File: src/rtl/bus_handover_pkg.sv
// Shared types for the bus handover controller.
// Assumes: a single clock domain after the request synchronizer.
package bus_handover_pkg;

    // Handover sequence; the order of states is the order of events on the pads.
    typedef enum logic [1:0] {
        HS_OWN    = 2'd0,   // internal master owns the bus, drivers on
        HS_FLOAT  = 2'd1,   // drivers off, acknowledge still high
        HS_GRANT  = 2'd2,   // acknowledge low, external requester owns the bus
        HS_RETURN = 2'd3    // acknowledge high again, drivers still off
    } hs_state_t;

endpackage

File: src/rtl/req_synchronizer.sv
// Brings the asynchronous active-low request into the clock domain.
// Output is active high. Assumes STAGES >= 1; reset value means "no request".
module req_synchronizer #(
    parameter int STAGES = 2
) (
    input  logic clk,
    input  logic rst_n,
    input  logic async_req_n,
    output logic req_level
);

    logic [STAGES-1:0] chain;

    generate
        if (STAGES == 1) begin : g_single
            // Single flop sample of the request line.
            always_ff @(posedge clk) begin
                if (!rst_n) chain <= 1'b1;
                else        chain <= async_req_n;
            end
        end else begin : g_multi
            // Shift the request line through the flop chain.
            always_ff @(posedge clk) begin
                if (!rst_n) chain <= '1;
                else        chain <= {chain[STAGES-2:0], async_req_n};
            end
        end
    endgenerate

    assign req_level = ~chain[STAGES-1];

endmodule

File: src/rtl/cycle_tracker.sv
// Tracks whether the internal master is inside a bus cycle.
// A cycle lasts BASE_STATES clocks; its final state repeats while wait_n is low.
// Assumes start pulses are only meaningful when the tracker is idle.
module cycle_tracker #(
    parameter int BASE_STATES = 3
) (
    input  logic clk,
    input  logic rst_n,
    input  logic start,
    input  logic wait_n,
    output logic busy
);

    localparam int CW = $clog2(BASE_STATES + 1);
    localparam logic [CW-1:0] LOAD = CW'(BASE_STATES);
    localparam logic [CW-1:0] ONE  = CW'(1);

    logic [CW-1:0] remain;
    logic          take;

    assign busy = (remain != '0);
    assign take = start && !busy;

    // Count down the states of the current cycle; hold on the last while waited.
    always_ff @(posedge clk) begin
        if (!rst_n) begin
            remain <= '0;
        end else if (take) begin
            remain <= LOAD;
        end else if (remain > ONE) begin
            remain <= remain - ONE;
        end else if (remain == ONE && wait_n) begin
            remain <= '0;
        end
    end

endmodule

File: src/rtl/handover_fsm.sv
// Sequences the bus handover: drivers off, acknowledge, release, drivers on.
// Assumes req is already synchronized and busy marks a cycle in progress.
module handover_fsm
    import bus_handover_pkg::*;
(
    input  logic      clk,
    input  logic      rst_n,
    input  logic      req,
    input  logic      busy,
    output hs_state_t state,
    output logic      stall
);

    hs_state_t nxt;

    // Next-state choice; a grant only starts on a cycle boundary.
    always_comb begin
        nxt = state;
        unique case (state)
            HS_OWN:    if (req && !busy) nxt = HS_FLOAT;
            HS_FLOAT:  nxt = HS_GRANT;
            HS_GRANT:  if (!req) nxt = HS_RETURN;
            HS_RETURN: nxt = HS_OWN;
            default:   nxt = HS_OWN;
        endcase
    end

    // State register.
    always_ff @(posedge clk) begin
        if (!rst_n) state <= HS_OWN;
        else        state <= nxt;
    end

    // Stall the master during handover and when a grant is about to start.
    assign stall = (state != HS_OWN) || (req && !busy);

endmodule

File: src/rtl/pad_enable_bank.sv
// Fans the single drive permission out to every external driver group.
// Assumes one shared permission for all groups; NUM_CS chip-select groups.
module pad_enable_bank #(
    parameter int NUM_CS = 3
) (
    input  logic              drive,
    output logic              en_ad,
    output logic              en_addr,
    output logic              en_strb,
    output logic              en_ras,
    output logic [NUM_CS-1:0] en_cs
);

    assign en_ad   = drive;
    assign en_addr = drive;
    assign en_strb = drive;
    assign en_ras  = drive;

    generate
        for (genvar i = 0; i < NUM_CS; i++) begin : g_cs
            assign en_cs[i] = drive;
        end
    endgenerate

endmodule

File: src/rtl/bus_handover_ctrl.sv
// Top of the external bus handover controller.
// Grants the shared bus to an external requester on a cycle boundary, with the
// drivers off before acknowledge and back on after it. Assumes the internal
// master starts cycles only with cyc_start and obeys hold.
module bus_handover_ctrl
    import bus_handover_pkg::*;
#(
    parameter int SYNC_STAGES = 2,
    parameter int BASE_STATES = 3,
    parameter int NUM_CS      = 3
) (
    input  logic              clk,
    input  logic              rst_n,
    input  logic              breq_n,
    input  logic              wait_n,
    input  logic              cyc_start,
    output logic              hold,
    output logic              ack_n,
    output logic              onchip_en,
    output logic              oe_ad,
    output logic              oe_addr,
    output logic              oe_strb,
    output logic              oe_ras,
    output logic [NUM_CS-1:0] oe_cs
);

    logic      req_s;
    logic      cyc_busy;
    logic      stall;
    hs_state_t hs_state;

    req_synchronizer #(.STAGES(SYNC_STAGES)) u_sync (
        .clk         (clk),
        .rst_n       (rst_n),
        .async_req_n (breq_n),
        .req_level   (req_s)
    );

    cycle_tracker #(.BASE_STATES(BASE_STATES)) u_track (
        .clk    (clk),
        .rst_n  (rst_n),
        .start  (cyc_start && !stall),
        .wait_n (wait_n),
        .busy   (cyc_busy)
    );

    handover_fsm u_fsm (
        .clk   (clk),
        .rst_n (rst_n),
        .req   (req_s),
        .busy  (cyc_busy),
        .state (hs_state),
        .stall (stall)
    );

    pad_enable_bank #(.NUM_CS(NUM_CS)) u_pads (
        .drive   (hs_state == HS_OWN),
        .en_ad   (oe_ad),
        .en_addr (oe_addr),
        .en_strb (oe_strb),
        .en_ras  (oe_ras),
        .en_cs   (oe_cs)
    );

    assign ack_n     = (hs_state != HS_GRANT);
    assign onchip_en = (hs_state == HS_OWN);
    assign hold      = stall;

endmodule

File: config.mk
export PLATFORM = sky130hd
export DESIGN_NAME = bus_handover_ctrl
export DESIGN_NICKNAME = d
export VERILOG_FILES = /design/src/rtl/bus_handover_pkg.sv /design/src/rtl/req_synchronizer.sv /design/src/rtl/cycle_tracker.sv /design/src/rtl/handover_fsm.sv /design/src/rtl/pad_enable_bank.sv /design/src/rtl/bus_handover_ctrl.sv
export SDC_FILE = /design/constraint.sdc
export NUM_CORES = 1
export LEC_CHECK = 0
export BUFFER_PORTS_ARGS = -buffer_cell sky130_fd_sc_hd__buf_2
export CORE_AREA = 2 2 39 41
export DETAILED_ROUTE_END_ITERATION = 12
export DIE_AREA = 0 0 41 43
export GPL_ROUTABILITY_DRIVEN = 0
export PLACE_DENSITY = 0.48
export SLEW_MARGIN = 20
export SYNTH_ARGS = -nofsm -noshare
export SYNTH_HDL_FRONTEND = slang
export SYNTH_SLANG_ARGS = --single-unit
export TNS_END_PERCENT = 100
File: constraint.sdc
create_clock -name clk -period 3.8 [get_ports clk]
set_input_delay 0.76 -clock clk [delete_from_list [all_inputs] [get_ports clk]]
set_output_delay 0.76 -clock clk [all_outputs]
set_load 0.1 [all_outputs]
Yosys cells after proc, flatten, opt, wreduce, memory -nomap -nowiden. Index checks and enable logic that the tools add are counted.

Register bits: 6. Input bits: 5. Logic and storage cells: 31.

Add/subtract/negate cells: 1. Magnitude comparators: 1. Equality and inequality tests: 7. Multiplexer cells: 6. Bitwise operators: 1. Reductions and logical operators: 12.

Operators by type and width (number): 2-to-1 mux 2 bit (5); case mux 2 bit (4 select lines) (1); == test 2 x 1 -> 1 bit (second input constant) (2); == test 2 bit (second input constant) (2); logical AND 1 bit (4); != test 2 bit (second input constant) (2); nonzero test 2 bit (2); nonzero test 3 bit (1); greater-than comparator 2 x 1 -> 1 bit (second input constant) (1); logical NOT 1 bit (2); logical NOT 2 bit (1); != test 2 x 1 -> 1 bit (second input constant) (1); AND reduction 2 bit (1); subtractor 2 x 1 -> 2 bit (second input constant) (1); logical OR 1 bit (1); inverter 1 bit (1).

Longest topological paths before layout.
Depth after elaboration: 8. Mapped depth: 5. Gate-level depth less buffers: 5.

Modules after synthesis. A second synthesis with hierarchy kept.

Cells, all modules: 39. Area total of the unflattened synthesis: 362.8 µm².

By module, submodules not included: handover_fsm (times used 1, cells an instance 15, area an instance 146.4 µm², seq. area each 40.0 µm²); cycle_tracker (times used 1, cells an instance 9, area an instance 83.8 µm², seq. area each 40.0 µm²); req_synchronizer (times used 1, cells an instance 5, area an instance 56.3 µm², seq. area each 40.0 µm²); pad_enable_bank (times used 1, cells an instance 7, area an instance 52.6 µm², seq. area each 0.0 µm²); bus_handover_ctrl (times used 1, cells an instance 3, area an instance 23.8 µm², seq. area each 0.0 µm²).

Worst setup path after synthesis. OpenSTA, ideal clock, no wires.

Path kind: register to output. From: register u_fsm.state[0]. To: output port hold. Arrival time: 2.056 ns. Setup slack: 0.984 ns. Cell stages (with the launch flop): 4. Path buffers: 0. Path through: dfxtp_1 inv_1 ha_1 o31ai_2.

Longest elaborated chain between the ends: 2.

Ends and longest elaborated chain: start: declaration (RTL line handover_fsm.sv:10) `output hs_state_t state,`; start signal: assignment (RTL line handover_fsm.sv:31) `else state <= nxt;`; nonzero test 2 bit (RTL line handover_fsm.sv:35) `assign stall = (state != HS_OWN) || (req && !busy);`; logical OR 1 bit (RTL line handover_fsm.sv:35); end: declaration (RTL line bus_handover_ctrl.sv:17) `output logic hold,`.

Every way passes these cells.

Final worst setup path.
From: register u_fsm.state[1]. To: output port hold.

Same word-level chain as after synthesis.

==> flow_summary.ini <==
[synthesis]
syn_nets = 41
synth_area_per_cell_um2 = 9.16
synth_largest_area_cell = dfxtp_1
synth_warnings = 0
synthTopCellsByArea = dfxtp_1 (39%), buf_4 (17%), ha_1 (8.0%)
synth-seq-area-share = 0.386
ys_ff_latch = 6
syn_inst = 34
synth_area_um2 = 312
synth_top_area_frac = 0.386
yosysUniqueCellTypes = 15

[layout]
fillers = 162
fin_nets = 53
instances_no_fill = 60
fin_area_um2 = 372
syn_to_final_growth_pct = 19.3
multi_input_area_um2 = 128
ff_latch_area_um2 = 120
antennaDiodeCount = 0
final_cell_mix = buf_2 (14), dfxtp_1 (6), nand2_1 (4)
drive_gt1_frac = 0.432
final_common_cell = buf_2

[clocking]
root_buffer = clkbuf_4
ctsHoldBuffers = 0
htreeDepth = 1
postCtsSetupRepairBufs = 0
path_clk_slew_ns = 0.04
ctsLongestPathBuffers = 2
cts_resized = 0
cts_tree = built
cts_sinks = 6
cts_made_buffers = 3
clk_latency_ns = 0.24

[route]
routed_wl_um = 473
drt_iter0_drc = 1
routed-via-count = 241
drt_pass1_iterations = 4
avgRoutedWirePerCell_um = 7.88
drc = 0
viasPerCell = 4.02
ant_nets = 0

[global_routing]
grt_pass1_wl_um = 765
grt_max_degree = 12
antenna_found_initial = 0
track_usage = 0.0673
overflow = 0
grt_pass1_vias = 208

[timing]
fin_tns_setup_ns = 0
hold_viol = 0
fmax_mhz = 446
slew_headroom = 0.678
drv_slew = 0
fin_crit_sh = 0.590
grt_setup_unrepaired = no
skew_ns = 0.00477
tightest_slew_ns = 0.487
finalSetupViolCount = 0
min_period_ns = 2.24

[floorplan]
die_y_um = 43
coreArea_um2 = 1380
io_pins = 15
row_count = 14
die_w_um = 41
die_area_um2 = 1760
initial_core_util = 0.225

[critical_path]
cp_data_required_time_ns = 3.04
reg2reg_depth = 5
criticalPathCategory = register to output pin
crit_path_end_kind = output pin
critPathLaunchType = register
r2r-start = u_fsm.state[0]
worstPathMaxFanout = 11
reg2reg_slack_ns = 2.50
timing.rr.end = u_fsm.state[0]
critPathArrivalTime_ns = 1.48

[status]
run_status = complete, no violations

[hold_path]
hold_start = u_sync.chain[0]
worstHoldPathType = register to register
holdPathStages = 1
hold_end = u_sync.chain[1]

[placed_design]
postPlaceCellArea_um2 = 349
io_buffers = 14
post-place-cells = 57

[flow_run]
maxCapViolations = 0
worst max-delay path, cell delays in order, from the launching register on:
cell and delay (ns):
dfxtp_1 0.35, inv_1 0.05, ha_1 0.27, o31ai_2 0.10, buf_2 0.47
through the flow:
step           hold WS, ns  utilization  setup WS (ns)
5_1_grt              0.423        0.269           1.43
3_5_place_dp         0.398        0.252           1.79
6_report             0.398        0.269           1.56
4_1_cts              0.403        0.269           1.52
2_1_floorplan        0.386            -          0.984
3_3_place_gp         0.391        0.252           1.81
synthesized netlist by cell type (all sizes together):
library cell,instances
nand2,4
o21a,1
buf,7
o221a,1
o31ai,1
o21ai,1
a21boi,1
a21oi,1
nor2,1
ha,2
nand3,1
dfxtp,6
nand2b,3
inv,3
mux2i,1
area by class of cell:
type,instances,share of cell area
Clock buffer,3,0.0606
Inverter,3,0.0303
Multi-Input combinational cell,18,0.343
Sequential cell,6,0.323
Tap cell,16,0.0539
Timing Repair Buffer,14,0.189
sequential cells by signal, summed over array words and instances, names as in the netlist:
signal          flops
u_sync.chain        2
u_fsm.state         2
u_track.remain      2
layer usage:
metal	vias up	routed length, µm	GRT usage	share of wire
met2	11	205	0.0969	0.43
met5	-	0	0	0
li1	126	-	-	-
met1	104	213	0.0675	0.45
met3	0	53	0.0628	0.11
met4	0	0	0.0200	0
worst max path at each step:
stage | from | end
after global placement | u_fsm.state[0] | hold
final | u_fsm.state[1] | hold
after floorplan | u_fsm.state[0] | hold
after global routing | u_fsm.state[1] | hold
after CTS | u_fsm.state[1] | hold
after detailed placement | u_fsm.state[1] | hold
cells by family (layout without fill, tap and decap cells):
family,Yosys count,after routing,share of synthesized area
compound gates,6,6,0.161
fa+ha+maj,2,2,0.0803
buf+inv,10,20,0.205
flops,6,6,0.386
mux,1,1,0.0321
simple gates,9,9,0.137
Power is not shown: default switching activity piles up to over one toggle a cycle in this logic, so the estimate is an artifact.
